## src/rtl/imm_logic_pkg.sv

```systemverilog
package imm_logic_pkg;

  typedef enum logic [1:0] {
    OPK_ILLEGAL = 2'd0,
    OPK_SHIFTED = 2'd1,
    OPK_PLAIN   = 2'd2
  } op_kind_e;

  typedef struct packed {
    logic lt;
    logic gt;
    logic eq;
    logic so;
  } cr_nibble_t;

endpackage

```

## src/rtl/imm_logic_decode.sv

```systemverilog
module imm_logic_decode
  import imm_logic_pkg::*;
#(
  parameter int INSTR_W     = 32,
  parameter int OPC_W       = 6,
  parameter int REG_W       = 5,
  parameter int IMM_W       = 16,
  parameter int OP_SHIFTED  = 29,
  parameter int OP_PLAIN    = 28
) (
  input  logic [INSTR_W-1:0] instr,
  output op_kind_e           kind,
  output logic [REG_W-1:0]   dst_idx,
  output logic [IMM_W-1:0]   imm
);
  // Big-endian numbering: field 0 is the most significant.
  localparam int OPC_LSB = INSTR_W - OPC_W;
  localparam int SRC_LSB = OPC_LSB - REG_W;
  localparam int DST_LSB = SRC_LSB - REG_W;

  logic [OPC_W-1:0] opcode;
  logic [REG_W-1:0] unused_src_idx;

  assign opcode         = instr[INSTR_W-1:OPC_LSB];
  assign unused_src_idx = instr[OPC_LSB-1:SRC_LSB];
  assign dst_idx        = instr[SRC_LSB-1:DST_LSB];
  assign imm            = instr[IMM_W-1:0];

  always_comb begin
    if (opcode == OPC_W'(OP_SHIFTED))     kind = OPK_SHIFTED;
    else if (opcode == OPC_W'(OP_PLAIN))  kind = OPK_PLAIN;
    else                                  kind = OPK_ILLEGAL;
  end

endmodule

```

## src/rtl/imm_logic_mask.sv

```systemverilog
module imm_logic_mask #(
  parameter int XLEN   = 64,
  parameter int WORD_W = 32,
  parameter int IMM_W  = 16
) (
  input  logic [WORD_W-1:0] src_lo,
  input  logic [IMM_W-1:0]  imm,
  input  logic              shifted,
  output logic [XLEN-1:0]   res
);
  localparam int HI_LSB = WORD_W - IMM_W;

  logic [IMM_W-1:0] lo_and;
  logic [IMM_W-1:0] hi_and;

  for (genvar g = 0; g < IMM_W; g++) begin : g_bit
    assign lo_and[g] = src_lo[g] & imm[g];
    assign hi_and[g] = src_lo[g + HI_LSB] & imm[g];
  end

  always_comb begin
    res = '0;
    if (shifted) res[WORD_W-1:HI_LSB] = hi_and;
    else         res[IMM_W-1:0]       = lo_and;
  end

endmodule

```

## src/rtl/imm_logic_cr.sv

```systemverilog
module imm_logic_cr
  import imm_logic_pkg::*;
#(
  parameter int WORD_W = 32
) (
  input  logic [WORD_W-1:0] word,
  input  logic              so,
  output cr_nibble_t        cr
);
  logic neg;
  logic zero;

  assign neg  = word[WORD_W-1];
  assign zero = (word == '0);

  always_comb begin
    cr.lt = neg;
    cr.eq = zero;
    cr.gt = !neg && !zero;
    cr.so = so;
  end

endmodule

```

## src/rtl/imm_logic_exec.sv

```systemverilog
module imm_logic_exec
  import imm_logic_pkg::*;
#(
  parameter int XLEN       = 64,
  parameter int INSTR_W    = 32,
  parameter int OPC_W      = 6,
  parameter int REG_W      = 5,
  parameter int IMM_W      = 16,
  parameter int OP_SHIFTED = 29,
  parameter int OP_PLAIN   = 28
) (
  input  logic               clk,
  input  logic               rst,
  input  logic               in_valid,
  input  logic [INSTR_W-1:0] instr,
  input  logic [XLEN-1:0]    src_val,
  input  logic               so_in,
  output logic               out_valid,
  output logic [XLEN-1:0]    result,
  output logic [3:0]         cr0,
  output logic               cr_we,
  output logic               rf_we,
  output logic [REG_W-1:0]   dst_idx,
  output logic               illegal
);
  localparam int WORD_W = 2 * IMM_W;

  op_kind_e          kind;
  logic [REG_W-1:0]  dec_dst;
  logic [IMM_W-1:0]  dec_imm;
  logic [XLEN-1:0]   mask_res;
  cr_nibble_t        cr_next;
  logic              legal;
  logic [XLEN-WORD_W-1:0] unused_src_hi;

  assign unused_src_hi = src_val[XLEN-1:WORD_W];

  imm_logic_decode #(
    .INSTR_W(INSTR_W), .OPC_W(OPC_W), .REG_W(REG_W), .IMM_W(IMM_W),
    .OP_SHIFTED(OP_SHIFTED), .OP_PLAIN(OP_PLAIN)
  ) u_dec (
    .instr   (instr),
    .kind    (kind),
    .dst_idx (dec_dst),
    .imm     (dec_imm)
  );

  imm_logic_mask #(.XLEN(XLEN), .WORD_W(WORD_W), .IMM_W(IMM_W)) u_mask (
    .src_lo  (src_val[WORD_W-1:0]),
    .imm     (dec_imm),
    .shifted (kind == OPK_SHIFTED),
    .res     (mask_res)
  );

  imm_logic_cr #(.WORD_W(WORD_W)) u_cr (
    .word (mask_res[WORD_W-1:0]),
    .so   (so_in),
    .cr   (cr_next)
  );

  assign legal = (kind != OPK_ILLEGAL);

  always_ff @(posedge clk) begin
    if (rst) begin
      out_valid <= 1'b0;
      result    <= '0;
      cr0       <= '0;
      cr_we     <= 1'b0;
      rf_we     <= 1'b0;
      dst_idx   <= '0;
      illegal   <= 1'b0;
    end else begin
      out_valid <= in_valid;
      if (in_valid) begin
        result  <= legal ? mask_res : '0;
        cr0     <= legal ? cr_next : 4'b0000;
        cr_we   <= legal;
        rf_we   <= legal;
        illegal <= !legal;
        dst_idx <= dec_dst;
      end
    end
  end

endmodule

```

## config.mk

```make
export PLATFORM = sky130hd
export DESIGN_NAME = imm_logic_exec
export DESIGN_NICKNAME = d
export VERILOG_FILES = /design/src/rtl/imm_logic_pkg.sv /design/src/rtl/imm_logic_decode.sv /design/src/rtl/imm_logic_mask.sv /design/src/rtl/imm_logic_cr.sv /design/src/rtl/imm_logic_exec.sv
export SDC_FILE = /design/constraint.sdc
export NUM_CORES = 1
export LEC_CHECK = 0
export BUFFER_PORTS_ARGS = -buffer_cell sky130_fd_sc_hd__buf_2
export CAP_MARGIN = 0
export CORE_MARGIN = 4
export CORE_UTILIZATION = 34
export CTS_CLUSTER_DIAMETER = 60
export DETAILED_ROUTE_END_ITERATION = 10
export PLACE_DENSITY_LB_ADDON = 0.2
export SYNTH_ARGS = -nofsm -noshare
export SYNTH_HDL_FRONTEND = slang
export SYNTH_SLANG_ARGS = --single-unit
```

## constraint.sdc

```tcl
create_clock -name clk -period 1.2 [get_ports clk]
set_clock_uncertainty 0.1 [all_clocks]
set_input_delay 0.06 -clock clk [delete_from_list [all_inputs] [get_ports clk]]
set_output_delay 0.06 -clock clk [all_outputs]
set_load 0.01 [all_outputs]
```

==> results.sh, run 1 <==
export IMPL_status="finished, final reports clean"
export IMPL_seq_area_frac_synth=0.4322
export IMPL_critPathCaptureType="flop"
export IMPL_post_dp_hpwl_um=4688
export IMPL_cts_tree="yes"
export IMPL_post_place_ws_ps=-244.6
export IMPL_num_rows=27
export IMPL_final_cell_area_um2=3163
export IMPL_fin_crit_sh=0.9613
export IMPL_period_minus_slack_ps=1154
export IMPL_critical_path_class="primary input to flop"
export IMPL_design_die_area_um2=7147
export IMPL_finalCoreUtilization=0.5640
export IMPL_core_um2=5608
export IMPL_fmax_mhz=866.9
export IMPL_clkTransAtPathRegs_ps=90
export IMPL_vias_per_cell=4.886
export IMPL_finalHoldViolCount=0
export IMPL_power_density_nw_per_um2=916.1
export IMPL_avgSynthCellArea_um2=9.308
export IMPL_path_depth=4
export IMPL_layout_drive_gt1_share=0.3750
export IMPL_cp_top_family="buffers and inverters"
export IMPL_grt_pass1_vias=2189
export IMPL_path_buf_inv=2
export IMPL_final_cells=456
export IMPL_numPortBuffers=107
export IMPL_cts_buffer_depth=2
export IMPL_fin_setup_tns_ps=0
export IMPL_fill_cells=547
export IMPL_antenna_cells=0
export IMPL_grt_max_degree=22
export IMPL_ioPinCount=177
export IMPL_drv_cap=0
export IMPL_start_util=0.3552
export IMPL_grt_use_total=0.1852
export IMPL_reg2reg_from="result[11]"
export IMPL_holdPathStages=4
export IMPL_cp_cell_sequence="dlygate4sd3_1 -> buf_2 -> a311oi_2 -> a32o_1"
export IMPL_async_flop_share=0
export IMPL_critical_path_required_ps=1340
export IMPL_max_vdd_ir_drop_uv=484.4
export IMPL_clock_latency_ps=290
export IMPL_dpl_cell_area_um2=2567
export IMPL_cts_sinks=43
export IMPL_die_h_um=84.54
export IMPL_cts_max_level=2
export IMPL_drcViolationCount=0
export IMPL_ys_flop_type="dfxtp_1"
export IMPL_setup_viol=0
export IMPL_grt_overflow=0
export IMPL_p_leak_uw=0.001534
export IMPL_rsz0062_at_grt="false"
export IMPL_dpl_cell_count=400
export IMPL_finalNetCount=483
export IMPL_syn2layout_area_growth_pct=58.79
export IMPL_synth_seq_cells=43
export IMPL_worst_ep_arrival_time_ps=1290
export IMPL_antenna_found_initial=1
export IMPL_cp_startpoint="rst"
export IMPL_cts_root_buf="clkbuf_8"
export IMPL_place_gp_congestion=0.7320
export IMPL_post_cts_setup_buffers=0
export IMPL_wirelength_um=6743
export IMPL_antenna_left=0
export IMPL_syn_cell_area_um2=1992
export IMPL_yosys_warnings=0
export IMPL_grt_pass1_wl_um=10830
export IMPL_drt_iter0_markers=85
export IMPL_die_w_um=84.54
export IMPL_worst_setup_path_start_kind="primary input"
export IMPL_cp_slowest_cell="dlygate4sd3_1"
export IMPL_vias=2228
export IMPL_synth_cells=214
export IMPL_drt_pre_antenna_iters=4
export IMPL_critical_path_max_fanout=13
export IMPL_wire_per_inst_um=14.79
export IMPL_cpPeakStageDelay_ps=530
export IMPL_report_final_slew_viol_count=0
export IMPL_fin_ws_ps=46.46
export IMPL_hp_class="primary input to flop"
export IMPL_reg2reg_depth=2
export IMPL_cts_made_buffers=5
export IMPL_synth_distinct_cells=27
export IMPL_synth_edf_count=0
export IMPL_min_delay_start="src_val[10]"
final timing paths:
path                              endpoint  slack [ps]
worst max register to register  result[11]         410
worst min-delay path            result[10]          20
worst min register to register      cr0[0]         370
worst max-delay path                cr0[2]          50
cell type report:
class | instances | area, µm² | area share
timing repair buffer | 177 | 1185 | 0.3746
multi-input combinational | 155 | 938.4 | 0.2967
sequential | 43 | 860.8 | 0.2722
tap | 72 | 90.09 | 0.02848
clock buffer | 6 | 72.57 | 0.02294
clock inverter | 2 | 12.51 | 0.003956
inverter | 1 | 3.754 | 0.001187
metrics by stage:
stage / power [µW] / hold WS [ps]
2_1_floorplan: 1730 / 107.2
3_3_place_gp: 1880 / 194.1
3_5_place_dp: 1881 / 209.4
4_1_cts: 2911 / 18.23
5_1_grt: 3051 / 61.28
6_report: 2898 / 24.10
state kept, by name, summed over array words and instances, names as in the netlist:
signal,flops
result,31
illegal,1
dst_idx,5
rf_we,1
cr0,4
out_valid,1
layer usage:
| metal | global-route usage | vias up | wire [µm] |
|---|---|---|---|
| met4 | 0.03453 | 2 | 61 |
| met2 | 0.3011 | 116 | 3178 |
| met3 | 0.05790 | 9 | 736 |
| li1 | - | 1066 | - |
| met5 | 0 | - | 7 |
| met1 | 0.2437 | 1035 | 2760 |
logic make-up (layout without fill, tap and decap cells):
family,Yosys count,after routing,synth area share
flip-flops,43,43,0.4322
multiplexers,6,6,0.03015
buffers and inverters,47,186,0.1708
AND/OR/NAND/NOR,63,63,0.1420
AO/OA/AOI/OAI,54,54,0.2230
other,1,32,0.001883
cell usage after synthesis, types with 2 or more instances:
| cell | number | area (µm²) |
|---|---|---|
| a21oi_1 | 2 | 10.01 |
| a22oi_1 | 16 | 120.1 |
| a32oi_1 | 32 | 280.3 |
| buf_2 | 2 | 10.01 |
| buf_4 | 34 | 255.2 |
| buf_6 | 3 | 33.78 |
| clkbuf_1 | 6 | 22.52 |
| dfxtp_1 | 43 | 860.8 |
| mux2i_1 | 6 | 60.06 |
| nand2_1 | 13 | 48.80 |
| nand3_1 | 2 | 10.01 |
| nor2_1 | 40 | 150.1 |
cell usage in the layout, fill, tap and decap left out, types with 2 or more instances in the layout:
cell           netlist  layout
clkbuf_8             0       5
buf_4               34      21
nor2_1              40      40
mux2i_1              6       6
nand3_1              2       2
dlygate4sd3_1        0      48
conb_1               1      32
buf_2                2     107
nand2_1             13      13
a32oi_1             32      32
a22oi_1             16      15
dfxtp_1             43      43
a21oi_1              2       2
tightest hold or removal path, stage by stage:
cell and delay [ps]:
buf_2 90, buf_4 90, a32oi_1 80, nor2_1 70
power by group:
group	switching, µW	total, µW	internal (µW)
sequential	7.03	1450	1440
combinational	269	540	271
clock	501	909	407
what timing repair did:
action,CTS,global route
endpoints found under the hold margin,36,0
hold buffers,48,0
resized for setup,0,5
setup endpoints to repair,0,22
(Power assumes the default switching activity.)
==> run 2: changes to the inputs <==
--- a/config.mk
+++ b/config.mk
@@ -5,7 +5,7 @@
 export SDC_FILE = /design/constraint.sdc
 export NUM_CORES = 1
 export LEC_CHECK = 0
-export BUFFER_PORTS_ARGS = -buffer_cell sky130_fd_sc_hd__buf_2
+export BUFFER_PORTS_ARGS = -buffer_cell sky130_fd_sc_hd__buf_4
 export CAP_MARGIN = 0
 export CORE_MARGIN = 4
 export CORE_UTILIZATION = 34
==> run 2 against run 1 <==
Effect of this change: utilization up 4.6 points; cell area grew 8.1%; first-iteration DRC count up 5.9%; sequential power hardly changed; critical path depth is 2 higher.
==> results.sh, run 2 (synthesis results as in run 1) <==
export IMPL_post_place_ws_ps=-243.1
export IMPL_grt_overflow=0
export IMPL_critical_path_required_ps=1280
export IMPL_numPortBuffers=107
export IMPL_die_w_um=84.54
export IMPL_hp_class="primary input to flop"
export IMPL_drt_iter0_markers=90
export IMPL_drt_pre_antenna_iters=4
export IMPL_cp_slowest_cell="nor4_4"
export IMPL_grt_use_total=0.1906
export IMPL_antenna_found_initial=0
export IMPL_finalHoldViolCount=0
export IMPL_vias_per_cell=4.920
export IMPL_period_minus_slack_ps=1091
export IMPL_rsz0062_at_grt="false"
export IMPL_design_die_area_um2=7147
export IMPL_grt_max_degree=24
export IMPL_largestRegisters="result x31, dst_idx x5, cr0 x4"
export IMPL_antenna_cells=0
export IMPL_post_cts_setup_buffers=0
export IMPL_critPathCaptureType="flop"
export IMPL_dpl_cell_count=393
export IMPL_cp_cell_sequence="buf_4 -> a22oi_2 -> nand2_1 -> nor4_4 -> nand3_1 -> a32o_1"
export IMPL_num_rows=27
export IMPL_layout_commonest_cell="buf_4"
export IMPL_die_h_um=84.54
export IMPL_cts_made_buffers=5
export IMPL_cts_buffer_depth=2
export IMPL_grt_pass1_wl_um=11070
export IMPL_finalNetCount=480
export IMPL_largest_reg_flops=31
export IMPL_drcViolationCount=0
export IMPL_regArea_um2=860.8
export IMPL_start_util=0.3552
export IMPL_fmax_mhz=916.8
export IMPL_clock_latency_ps=290
export IMPL_fin_crit_sh=0.9090
export IMPL_cts_max_level=2
export IMPL_worst_ep_arrival_time_ps=1170
export IMPL_ioPinCount=177
export IMPL_p_leak_uw=0.001570
export IMPL_wire_per_inst_um=15.29
export IMPL_antenna_left=0
export IMPL_critical_path_max_fanout=4
export IMPL_largest_register="result"
export IMPL_post_dp_hpwl_um=4667
export IMPL_power_density_nw_per_um2=848.6
export IMPL_setup_viol=0
export IMPL_critical_path_class="primary input to flop"
export IMPL_place_gp_congestion=0.7218
export IMPL_cpPeakStageDelay_ps=290
export IMPL_fin_ws_ps=109.2
export IMPL_grt_pass1_vias=2243
export IMPL_multiInputGateArea_um2=930.9
export IMPL_fill_cells=500
export IMPL_syn2layout_area_growth_pct=71.67
export IMPL_cts_root_buf="clkbuf_8"
export IMPL_clkTransAtPathRegs_ps=70
export IMPL_vias=2219
export IMPL_report_final_slew_viol_count=0
export IMPL_worst_setup_path_start_kind="primary input"
export IMPL_layout_drive_gt1_share=0.3536
export IMPL_cts_sinks=43
export IMPL_status="finished, final reports clean"
export IMPL_cts_tree="yes"
export IMPL_final_cells=451
export IMPL_wirelength_um=6895
export IMPL_layout_common_cells="buf_4 (120), dlygate4sd3_1 (52), dfxtp_1 (43), nor2_1 (40)"
export IMPL_fin_setup_tns_ps=0
export IMPL_drv_cap=0
export IMPL_max_vdd_ir_drop_uv=501.3
export IMPL_core_um2=5608
## run 2: layout make-up
class	instances	area share
Timing Repair Buffer	174	0.4274
Multi-Input combinational cell	155	0.2722
Sequential cell	43	0.2517
Inverter	1	0.001098
Clock buffer	6	0.02122
Tap cell	72	0.02634
## run 2: routing by layer
metal | GRT usage | wire (µm) | part of all wire | vias to the layer above
met4 | 0.04173 | 68 | 0.0099 | 0
li1 | - | - | - | 1054
met5 | 0 | 0 | 0 | -
met3 | 0.06281 | 746 | 0.11 | 7
met2 | 0.3217 | 3335 | 0.48 | 118
met1 | 0.2363 | 2745 | 0.40 | 1040
## run 2: final timing paths
path         startpoint    endpoint  slack [ps]  cells past startpoint
min reg2reg      cr0[0]      cr0[0]         370                      2
max           instr[15]      cr0[2]         110                      6
max reg2reg   result[9]   result[9]         430                      2
min                 rst  result[20]          20                      2
## run 2: timing repair
action                                 4_1_cts  5_1_grt
setup endpoints to repair                    0        2
hold buffers                                52        0
endpoints found under the hold margin       37        0
gates resized for setup                      0        3
## run 2: power breakdown
group / internal [µW] / switching (µW) / total [µW] / leakage [µW]
clock network: 388 / 452 / 841 / 0.0000371
logic: 340 / 270 / 611 / 0.00119
registers: 1440 / 8.36 / 1450 / 0.000348
## run 2: worst max-delay path, delay by kind of cell
kind | cells | cell delay [ps]
AND/OR/NAND/NOR | 3 | 510
AO/OA/AOI/OAI | 2 | 460
buffers and inverters | 1 | 130
## run 2: metrics by stage
stage               area, µm²    util  hold WS (ps)  total power (µW)
global placement         2808  0.5007         196.5              1939
CTS                      3401  0.6064         12.07              2905
global route             3420  0.6098         24.45              3038
detailed placement       2808  0.5007         208.8              1943
floorplan                2117       -         107.2              1730
finish                   3420  0.6098         18.24              2902
==> run 3: changes to the inputs <==
--- a/config.mk
+++ b/config.mk
@@ -11,7 +11,9 @@
 export CORE_UTILIZATION = 34
 export CTS_CLUSTER_DIAMETER = 60
 export DETAILED_ROUTE_END_ITERATION = 10
+export HOLD_SLACK_MARGIN = 0.12
 export PLACE_DENSITY_LB_ADDON = 0.2
+export SLEW_MARGIN = 30
 export SYNTH_ARGS = -nofsm -noshare
 export SYNTH_HDL_FRONTEND = slang
 export SYNTH_SLANG_ARGS = --single-unit
==> run 3 against run 2 <==
Effect of this change: utilization up 1.3 points; critical path depth down 2; power is 0.56% higher; global-route usage grew 0.12 points; sequential share of layout area down 0.53 points; first-iteration DRC count rose by 13%; fmax down 2.3%; clock power down 0.6%; highest routed layer unchanged; cell count grew 1.3%; routed wire length increased by 1.9%; cell area grew 2.2%.
==> results.sh, run 3 (synthesis results as in run 1) <==
export IMPL_critPathCaptureType="flop"
export IMPL_cts_made_buffers=5
export IMPL_vias_per_cell=4.893
export IMPL_antenna_cells=0
export IMPL_vias=2236
export IMPL_drcViolationCount=0
export IMPL_cts_root_buf="clkbuf_8"
export IMPL_critical_path_max_fanout=22
export IMPL_post_place_ws_ps=-243.1
export IMPL_layout_common_cells="buf_4 (118), dlygate4sd3_1 (58), dfxtp_1 (43), nor2_1 (40)"
export IMPL_place_gp_congestion=0.7218
export IMPL_max_vdd_ir_drop_uv=499.4
export IMPL_finalCoreUtilization=0.6229
export IMPL_wire_per_inst_um=15.37
export IMPL_final_cell_area_um2=3493
export IMPL_worst_setup_path_start_kind="primary input"
export IMPL_drt_pre_antenna_iters=6
export IMPL_largestRegisters="result x31, dst_idx x5, cr0 x4"
export IMPL_fin_crit_sh=0.9304
export IMPL_layout_commonest_cell="buf_4"
export IMPL_period_minus_slack_ps=1117
export IMPL_wl_met3_um=706
export IMPL_layout_drive_gt1_share=0.3506
export IMPL_clock_latency_ps=280
export IMPL_report_final_slew_viol_count=0
export IMPL_die_w_um=84.54
export IMPL_ioPinCount=177
export IMPL_drt_iter0_markers=102
export IMPL_syn2layout_area_growth_pct=75.38
export IMPL_antenna_left=0
export IMPL_cts_max_level=2
export IMPL_clkTransAtPathRegs_ps=80
export IMPL_numPortBuffers=107
export IMPL_rsz0062_at_grt="false"
export IMPL_wirelength_um=7024
export IMPL_grt_use_total=0.1918
export IMPL_rrSetupSlack_ps=420
export IMPL_finalNetCount=486
export IMPL_design_die_area_um2=7147
export IMPL_antenna_found_initial=0
export IMPL_num_rows=27
export IMPL_cts_sinks=43
export IMPL_drv_cap=0
export IMPL_core_um2=5608
export IMPL_setup_viol=0
export IMPL_finalHoldViolCount=0
export IMPL_grt_overflow=0
export IMPL_critical_path_class="primary input to flop"
export IMPL_post_dp_hpwl_um=4667
export IMPL_fill_cells=501
export IMPL_start_util=0.3552
export IMPL_status="finished, final reports clean"
export IMPL_fmax_mhz=895.6
export IMPL_dpl_cell_area_um2=2808
export IMPL_fin_ws_ps=83.49
export IMPL_die_h_um=84.54
export IMPL_wl_met1_um=2899
export IMPL_grt_pass1_wl_um=11130
export IMPL_p_leak_uw=0.001601
export IMPL_largest_register="result"
export IMPL_wl_met2_um=3365
export IMPL_worst_ep_arrival_time_ps=1250
export IMPL_top_layer="met4"
export IMPL_grt_max_degree=24
export IMPL_cts_buffer_depth=2
export IMPL_critical_path_required_ps=1330
export IMPL_largest_reg_flops=31
export IMPL_hp_class="primary input to flop"
export IMPL_power_density_nw_per_um2=835.3
export IMPL_cts_tree="yes"
export IMPL_grt_pass1_vias=2251
==> run 3: cell count changes in the layout (fill, tap and decap cells not counted), sizes merged <==
cell and delta:
dlygate4sd3 +6
==> run 3: power breakdown <==
part	switching (µW)	internal (µW)	total, µW
registers	8.33	1440	1450
logic	277	355	631
clock network	448	388	836
==> run 3: what timing repair did <==
| action | CTS | global route |
|---|---|---|
| setup endpoints to repair | 0 | 25 |
| gates resized for setup | 0 | 6 |
| hold buffers | 58 | 1 |
| endpoints found under the hold margin | 41 | 1 |
| buffers inserted | 0 | 0 |
==> run 3: worst max-delay path, stage by stage <==
cell and delay, ps:
dlygate4sd3_1 550, buf_6 180, a311oi_2 260, a32o_1 190
==> run 3: stage by stage <==
stage,setup TNS (ps),hold slack [ps],instances,total power (µW)
finish,0,126.9,457,2918
global route,0,129.7,457,3058
CTS,0,127.5,457,2920
detailed placement,-1591,208.8,393,1943
global placement,-1261,196.5,393,1939
floorplan,0,107.2,245,1730
==> run 3: final timing paths <==
path / from / to / cells past startpoint
setup / recovery: rst / cr0[2] / 4
hold / removal: in_valid / dst_idx[3] / 4
setup reg to reg: cr0[3] / cr0[3] / 2
hold reg to reg: cr0[0] / cr0[0] / 2
==> run 3: metal layers <==
metal,GRT usage,vias up
met5,0,-
met4,0.03885,0
met3,0.06379,5
met2,0.3224,112
met1,0.2399,1054
li1,-,1065
==> run 3: area by class of cell <==
class	count	area, µm²	share of cell area
Clock buffer	6	72.57	0.02077
Inverter	1	3.754	0.001074
Multi-Input combinational cell	155	937.1	0.2683
Sequential cell	43	860.8	0.2464
Tap cell	72	90.09	0.02579
Timing Repair Buffer	180	1529	0.4377
